## src/rtl/rxw_pkg.sv

```systemverilog
package rxw_pkg;

    typedef enum logic [3:0] {
        ST_IDLE,
        ST_ALLOC,
        ST_HDR,
        ST_PAY,
        ST_PAD,
        ST_CRC,
        ST_TRL,
        ST_DONE,
        ST_DRAIN
    } rxw_state_e;

    // Per-frame layout decisions, fixed when the length is accepted.
    typedef struct packed {
        logic [15:0] status;    // status word for bytes 0..1
        logic [15:0] stored;    // stored size for bytes 2..3
        logic        short_f;   // length below the minimum frame
        logic        odd_tail;  // effective length is odd
        logic        keep_crc;  // check sequence is written
    } rxw_plan_t;

    localparam int          MIN_FRAME   = 64;
    localparam int          LONG_LIMIT  = 1518;
    localparam int          HDR_EXTRA   = 6;
    localparam int          CRC_EXTRA   = 4;
    localparam logic [15:0] STAT_LONG   = 16'h0800;
    localparam logic [15:0] STAT_ODD    = 16'h1000;
    localparam logic [7:0]  CTL_ODD     = 8'h60;
    localparam logic [7:0]  CTL_EVEN    = 8'h40;
    localparam logic [31:0] CRC_POLY    = 32'hEDB88320;
    localparam logic [31:0] CRC_SEED    = 32'hFFFF_FFFF;

    // One byte of the reflected CRC-32, least significant bit first.
    function automatic logic [31:0] crc32_step(input logic [31:0] c, input logic [7:0] d);
        logic [31:0] r;
        r = c ^ {24'd0, d};
        for (int i = 0; i < 8; i++) begin
            r = r[0] ? ((r >> 1) ^ CRC_POLY) : (r >> 1);
        end
        return r;
    endfunction

endpackage

```

## src/rtl/rxw_sizer.sv

```systemverilog
module rxw_sizer
    import rxw_pkg::*;
#(
    parameter int LEN_W      = 12,
    parameter int PAGE_BYTES = 2048
) (
    input  logic [LEN_W-1:0] len,
    input  logic             rx_on,
    input  logic             reset_hold,
    input  logic             drop_fcs,
    output logic             admit,
    output rxw_plan_t        plan
);
    logic [31:0] len_ext;
    logic [31:0] body;
    logic [31:0] total;

    always_comb begin
        len_ext = 32'(len);
        body    = (len_ext < 32'(MIN_FRAME)) ? 32'(MIN_FRAME) : (len_ext & ~32'd1);
        total   = body + 32'(HDR_EXTRA) + (drop_fcs ? 32'd0 : 32'(CRC_EXTRA));

        plan.status   = ((len_ext > 32'(LONG_LIMIT)) ? STAT_LONG : 16'd0)
                      | (len_ext[0] ? STAT_ODD : 16'd0);
        plan.stored   = total[15:0];
        plan.short_f  = len_ext < 32'(MIN_FRAME);
        plan.odd_tail = (len_ext >= 32'(MIN_FRAME)) && len_ext[0];
        plan.keep_crc = !drop_fcs;

        admit = rx_on && !reset_hold && (total <= 32'(PAGE_BYTES));
    end
endmodule

```

## src/rtl/rxw_crc32.sv

```systemverilog
module rxw_crc32
    import rxw_pkg::*;
(
    input  logic        clk,
    input  logic        rst,
    input  logic        clr,
    input  logic        en,
    input  logic [7:0]  din,
    output logic [31:0] crc_out
);
    logic [31:0] acc_q;

    always_ff @(posedge clk) begin
        if (rst || clr) begin
            acc_q <= CRC_SEED;
        end else if (en) begin
            acc_q <= crc32_step(acc_q, din);
        end
    end

    assign crc_out = ~acc_q;
endmodule

```

## src/rtl/rxw_wdata_mux.sv

```systemverilog
module rxw_wdata_mux
    import rxw_pkg::*;
(
    input  rxw_state_e  state,
    input  logic [1:0]  sub,
    input  rxw_plan_t   plan,
    input  logic [7:0]  in_data,
    input  logic [7:0]  odd_byte,
    input  logic [31:0] crc,
    output logic [7:0]  wdata
);
    always_comb begin
        wdata = 8'd0;
        unique case (state)
            ST_HDR: begin
                case (sub)
                    2'd0:    wdata = plan.status[7:0];
                    2'd1:    wdata = plan.status[15:8];
                    2'd2:    wdata = plan.stored[7:0];
                    default: wdata = plan.stored[15:8];
                endcase
            end
            ST_PAY:  wdata = in_data;
            ST_CRC:  wdata = crc[8*sub +: 8];
            ST_TRL: begin
                if (sub == 2'd0) wdata = plan.odd_tail ? odd_byte : 8'd0;
                else             wdata = plan.odd_tail ? CTL_ODD : CTL_EVEN;
            end
            default: wdata = 8'd0;
        endcase
    end
endmodule

```

## src/rtl/rx_frame_writer.sv

```systemverilog
module rx_frame_writer
    import rxw_pkg::*;
#(
    parameter int LEN_W  = 12,
    parameter int PAGE_W = 2,
    parameter int ADDR_W = 11
) (
    input  logic              clk,
    input  logic              rst,
    input  logic              cfg_rx_on,
    input  logic              cfg_reset_hold,
    input  logic              cfg_drop_fcs,
    input  logic              hdr_valid,
    output logic              hdr_ready,
    input  logic [LEN_W-1:0]  hdr_len,
    input  logic              in_valid,
    output logic              in_ready,
    input  logic [7:0]        in_data,
    output logic              alloc_req,
    input  logic              alloc_ack,
    input  logic              alloc_ok,
    input  logic [PAGE_W-1:0] alloc_page,
    output logic              mem_we,
    output logic [PAGE_W-1:0] mem_page,
    output logic [ADDR_W-1:0] mem_addr,
    output logic [7:0]        mem_wdata,
    output logic              rxq_push,
    output logic [PAGE_W-1:0] rxq_page,
    output logic              rcv_irq_set,
    output logic              busy
);
    localparam int               PAGE_BYTES = 1 << ADDR_W;
    localparam logic [LEN_W-1:0] PAD_LAST   = LEN_W'(MIN_FRAME - 1);

    rxw_state_e        state_q;
    logic [LEN_W-1:0]  len_q;
    logic [LEN_W-1:0]  cnt_q;
    logic [ADDR_W-1:0] addr_q;
    logic [1:0]        sub_q;
    logic [7:0]        odd_q;
    logic [PAGE_W-1:0] page_q;
    rxw_plan_t         plan_q;

    rxw_plan_t         plan_new;
    logic              admit_new;
    logic [31:0]       crc_fin;
    logic              pay_fire;
    logic              last_byte;
    logic              hold_odd;
    logic              crc_en;
    rxw_state_e        after_data;

    rxw_sizer #(.LEN_W(LEN_W), .PAGE_BYTES(PAGE_BYTES)) u_sizer (
        .len        (hdr_len),
        .rx_on      (cfg_rx_on),
        .reset_hold (cfg_reset_hold),
        .drop_fcs   (cfg_drop_fcs),
        .admit      (admit_new),
        .plan       (plan_new)
    );

    assign pay_fire   = (state_q == ST_PAY) && in_valid;
    assign last_byte  = (cnt_q == len_q - LEN_W'(1));
    assign hold_odd   = last_byte && plan_q.odd_tail;
    assign crc_en     = pay_fire || (state_q == ST_PAD);
    assign after_data = plan_q.keep_crc ? ST_CRC : ST_TRL;

    rxw_crc32 u_crc (
        .clk     (clk),
        .rst     (rst),
        .clr     (state_q == ST_IDLE),
        .en      (crc_en),
        .din     ((state_q == ST_PAY) ? in_data : 8'd0),
        .crc_out (crc_fin)
    );

    rxw_wdata_mux u_mux (
        .state    (state_q),
        .sub      (sub_q),
        .plan     (plan_q),
        .in_data  (in_data),
        .odd_byte (odd_q),
        .crc      (crc_fin),
        .wdata    (mem_wdata)
    );

    always_ff @(posedge clk) begin
        if (rst) begin
            state_q <= ST_IDLE;
            len_q   <= '0;
            cnt_q   <= '0;
            addr_q  <= '0;
            sub_q   <= '0;
            odd_q   <= '0;
            page_q  <= '0;
            plan_q  <= '0;
        end else begin
            unique case (state_q)
                ST_IDLE: begin
                    if (hdr_valid) begin
                        len_q  <= hdr_len;
                        plan_q <= plan_new;
                        cnt_q  <= '0;
                        if (admit_new)            state_q <= ST_ALLOC;
                        else if (hdr_len != '0)   state_q <= ST_DRAIN;
                    end
                end
                ST_ALLOC: begin
                    if (alloc_ack) begin
                        if (alloc_ok) begin
                            page_q  <= alloc_page;
                            addr_q  <= '0;
                            sub_q   <= '0;
                            state_q <= ST_HDR;
                        end else begin
                            state_q <= (len_q == '0) ? ST_IDLE : ST_DRAIN;
                        end
                    end
                end
                ST_HDR: begin
                    addr_q <= addr_q + ADDR_W'(1);
                    sub_q  <= sub_q + 2'd1;
                    if (sub_q == 2'd3) begin
                        state_q <= (len_q == '0) ? ST_PAD : ST_PAY;
                    end
                end
                ST_PAY: begin
                    if (in_valid) begin
                        cnt_q <= cnt_q + LEN_W'(1);
                        if (hold_odd) odd_q  <= in_data;
                        else          addr_q <= addr_q + ADDR_W'(1);
                        if (last_byte) begin
                            state_q <= plan_q.short_f ? ST_PAD : after_data;
                        end
                    end
                end
                ST_PAD: begin
                    addr_q <= addr_q + ADDR_W'(1);
                    cnt_q  <= cnt_q + LEN_W'(1);
                    if (cnt_q == PAD_LAST) state_q <= after_data;
                end
                ST_CRC: begin
                    addr_q <= addr_q + ADDR_W'(1);
                    sub_q  <= sub_q + 2'd1;
                    if (sub_q == 2'd3) state_q <= ST_TRL;
                end
                ST_TRL: begin
                    addr_q <= addr_q + ADDR_W'(1);
                    if (sub_q == 2'd1) begin
                        sub_q   <= 2'd0;
                        state_q <= ST_DONE;
                    end else begin
                        sub_q <= sub_q + 2'd1;
                    end
                end
                ST_DONE: state_q <= ST_IDLE;
                ST_DRAIN: begin
                    if (in_valid) begin
                        cnt_q <= cnt_q + LEN_W'(1);
                        if (last_byte) state_q <= ST_IDLE;
                    end
                end
                default: state_q <= ST_IDLE;
            endcase
        end
    end

    assign hdr_ready   = (state_q == ST_IDLE);
    assign in_ready    = (state_q == ST_PAY) || (state_q == ST_DRAIN);
    assign alloc_req   = (state_q == ST_ALLOC);
    assign mem_we      = (state_q == ST_HDR) || (state_q == ST_PAD) || (state_q == ST_CRC)
                       || (state_q == ST_TRL) || (pay_fire && !hold_odd);
    assign mem_page    = page_q;
    assign mem_addr    = addr_q;
    assign rxq_push    = (state_q == ST_DONE);
    assign rxq_page    = page_q;
    assign rcv_irq_set = (state_q == ST_DONE);
    assign busy        = (state_q != ST_IDLE);
endmodule

```

## config.mk

```make
export PLATFORM = sky130hd
export DESIGN_NAME = rx_frame_writer
export DESIGN_NICKNAME = d
export VERILOG_FILES = /design/src/rtl/rxw_pkg.sv /design/src/rtl/rxw_sizer.sv /design/src/rtl/rxw_crc32.sv /design/src/rtl/rxw_wdata_mux.sv /design/src/rtl/rx_frame_writer.sv
export SDC_FILE = /design/constraint.sdc
export NUM_CORES = 1
export LEC_CHECK = 0
export BUFFER_PORTS_ARGS = -buffer_cell sky130_fd_sc_hd__buf_4
export CORE_MARGIN = 3
export CORE_UTILIZATION = 26
export DETAILED_ROUTE_END_ITERATION = 6
export GPL_ROUTABILITY_DRIVEN = 0
export PLACE_DENSITY = 0.53
export SLEW_MARGIN = 20
export SYNTH_ARGS = -nofsm -noshare
export SYNTH_HDL_FRONTEND = slang
export SYNTH_SLANG_ARGS = --single-unit
```

## constraint.sdc

```tcl
create_clock -name clk -period 3.85 [get_ports clk]
set_input_delay 0 -clock clk [delete_from_list [all_inputs] [get_ports clk]]
set_output_delay 0 -clock clk [all_outputs]
set_load 0.01 [all_outputs]
```

==> summary.md <==
| Metric | Value |
|---|---|
| Synth top area share | 30.5% |
| Synth area leader | dfxtp_1 |
| CP max-delay cell | dlygate4sd3_1 |
| CTS Buffer Depth | 2 |
| Setup Viol. Count Final | 0 |
| Combinational share of power | 28.7% |
| First DRT Iteration DRCs | 365 |
| Final core occ | 31.8% |
| CTS tree | yes |
| Die Span Y | 164 µm |
| Mapped cell area | 6490 µm² |
| P_sw | 1.05 mW |
| Avg Inst Size Synth | 8.19 µm² |
| Startpoint Class | input port |
| Clock share of power | 30.8% |
| Clock transition at path regs | 70 ps |
| Critical path data required time | 4080 ps |
| Max_slew headroom | 44.4% |
| CTS sink count | 99 |
| Hold Crit Class | input port to flip-flop |
| Routed WL per cell | 16.2 µm |
| Clock Skews | 11.7 ps |
| Top post-synthesis cells by area | dfxtp_1, xnor2_1, nand2_1 |
| Detail Route Antenna Nets | 0 |
| Int Power | 1.88 mW |
| DRC viols | 0 |
| P&R area growth vs syn | 19.3% |
| First-pass GRT wire length | 30.2 mm |
| DP Wirelength | 14.0 mm |
| Total track usage | 14.3% |
| Via count | 5709 |
| Top achievable clock speed | 278 MHz |
| Crit Path Max Fanout | 8 |
| Measured slew at the worst slew-check pin | 828 ps |
| Clock root buffer | clkbuf_16 |
| Largest net degree at the start of global routing | 49 |
| CP Class | input port to flip-flop |
| Max Cap Viol | 0 |
| Via density | 4.85 |
| WL final | 19.0 mm |
| Total gr overflow | 0 |
| Core box area | 24400 µm² |
| Worst EP arrival | 3820 ps |
| P per Cell Area | 379 nW/µm² |
| Vias in the first global route | 5411 |
| Final Max Slew Viols | 0 |
| Seq pwr share | 40.4% |
| Post-synth net total | 835 |
| I/O Buffers | 60 |
| Setup TNS | 0 ps |
| Fraction of registers with async set/reset | 0% |
| Cells after synthesis | 792 |
| H-tree levels | 3 |
| Share of layout cells above drive strength 1 | 16.3% |
| Inserted Clock Buffers | 9 |
| Critical path endpoint category | flip-flop |
| Syn. warnings | 0 |
| Starting density of the core | 26.6% |
| WHS | 20.5 ps |
| Status | finished, final reports clean |
| Worst path cell trace | dlygate4sd3_1 -> buf_4 -> or4_1 -> nand2_1 -> ha_1 -> inv_1 -> ha_1 -> inv_1 -> fa_1 -> nand3b_1 -> or2_2 -> a211oi_2 -> o2111ai_2 -> a31oi_2 -> o211ai_2 -> buf_4 -> mux2i_1 |
| Fin crit share | 93.3% |
| CP peak stage delay | 540 ps |
| Post-synth EDFFs | 0 |
| First drt pass iteration count | 4 |
| Seq/Total Area, Yosys | 30.5% |
| Top_reg_cell synth | dfxtp_1 |
| Final hold vios | 0 |
| Unrepaired setup endpoints after global routing | false |
| FF+latch count, synth | 99 |
| Maximum VDD drop | 177 µV |
| Die Wd | 164 µm |
| Leak | 2.92 nW |
| Clk_lat worst skew | 350 ps |
| Yosys cell types | 78 |
| Fin nets | 890 |
| I/O pin count | 61 |
| Initial antenna violation count | 0 |
| Die area | 26900 µm² |
| Switching share of power | 35.8% |
| Crit path time final | 3590 ps |
| Antenna cell count | 0 |
| FP Rows | 57 |
==> final cells by class <==
type / instances / area, µm²
Multi-Input combinational cell: 616 / 4190
Clock inverter: 7 / 62.6
Fill cell: 2644 / 16600
Tap cell: 324 / 405
Timing Repair Buffer: 100 / 801
Sequential cell: 99 / 1980
Inverter: 21 / 78.8
Clock buffer: 9 / 225
==> worst paths after layout <==
path	startpoint	to	slack, ps	cells after the start
max	hdr_len[6]	state_q[2]	260	17
min	alloc_ok	state_q[3]	20	3
max reg2reg	len_q[0]	mem_addr[3]	820	9
min reg2reg	plan_q[7]	plan_q[7]	460	2
==> sequential cells by signal, indices dropped and copies added (netlist names) <==
signal	count
cnt_q	12
len_q	12
mem_addr	11
mem_page	2
odd_q	8
plan_q	16
state_q	4
sub_q	2
u_crc.acc_q	32
==> worst max-delay path, delay by kind of cell <==
family,cells,cell delay [ps]
compound gates,4,770
mux,1,110
fa+ha+maj,3,750
simple gates,4,1190
buf+inv,5,980
==> cells in the final DEF (no fill, tap or decap), types with 6 or more instances in the layout <==
cell type and count:
a21oi_1 45, or3_1 6, dfxtp_1 99, ha_1 11, mux4_2 8, and3_1 7, xor2_2 7, inv_1 21
o21ai_0 33, nand2_1 125, nor3_1 15, nand4_1 9, nand3_1 24, nor2_1 52, xnor2_1 56, a211oi_1 10
mux2i_1 14, xor2_1 36, clkbuf_16 9, dlygate4sd3_1 20, o211ai_1 38, buf_4 80, nand2b_1 11
==> cells in the mapped netlist, drive strengths merged, types with 9 or more instances <==
master	instances
a211oi	11
a21oi	45
buf	20
clkbuf	36
dfxtp	99
ha	11
inv	21
mux2i	14
nand2	127
nand2b	11
nand3	24
nand4	9
nor2	54
nor3	15
o211ai	39
o21ai	33
xnor2	58
xor2	43
==> per-stage QoR <==
| stage | worst slack, ps | cells | power [mW] | cell area [µm²] |
|---|---|---|---|---|
| after floorplan | 228 | 792 | 1.76 | 6490 |
| after global placement | 104 | 1140 | 2.04 | 7240 |
| after detailed placement | 64.0 | 1140 | 2.04 | 7240 |
| after global routing | 68.4 | 1176 | 3.11 | 7740 |
| after CTS | 135 | 1176 | 2.97 | 7730 |
| final | 257 | 1176 | 2.93 | 7740 |
==> per-layer routing <==
layer / share of wire (%) / track usage (%) / up-vias
li1: - / - / 2898
met1: 47 / 19.4 / 2711
met2: 49 / 23.9 / 84
met3: 3.5 / 2.09 / 16
met4: 1.4 / 3.69 / 0
met5: 0 / 0 / -
==> kinds of logic after synthesis <==
logic type / synth area share, %
simple gates: 21.9
flops: 30.5
mux: 5.34
compound gates: 19.5
xor+xnor: 15.0
fa+ha+maj: 2.43
buf+inv: 5.28
==> power groups by stage <==
| stage | sequential [mW] | combinational (mW) | clock [mW] |
|---|---|---|---|
| after CTS | 1.19 | 0.843 | 0.937 |
| after global placement | 1.21 | 0.823 | 0 |
| after detailed placement | 1.21 | 0.824 | 0 |
| final | 1.19 | 0.843 | 0.904 |
| after floorplan | 1.18 | 0.583 | 0 |
| after global routing | 1.20 | 0.940 | 0.972 |
==> repair_timing <==
item / CTS / global route
hold endpoints to repair: 21 / 0
setup buffers: 0 / 0
endpoints found under the setup margin: 0 / 4
gates resized for setup: 0 / 3
hold buffers: 20 / 0
(Power assumes the default switching activity.)
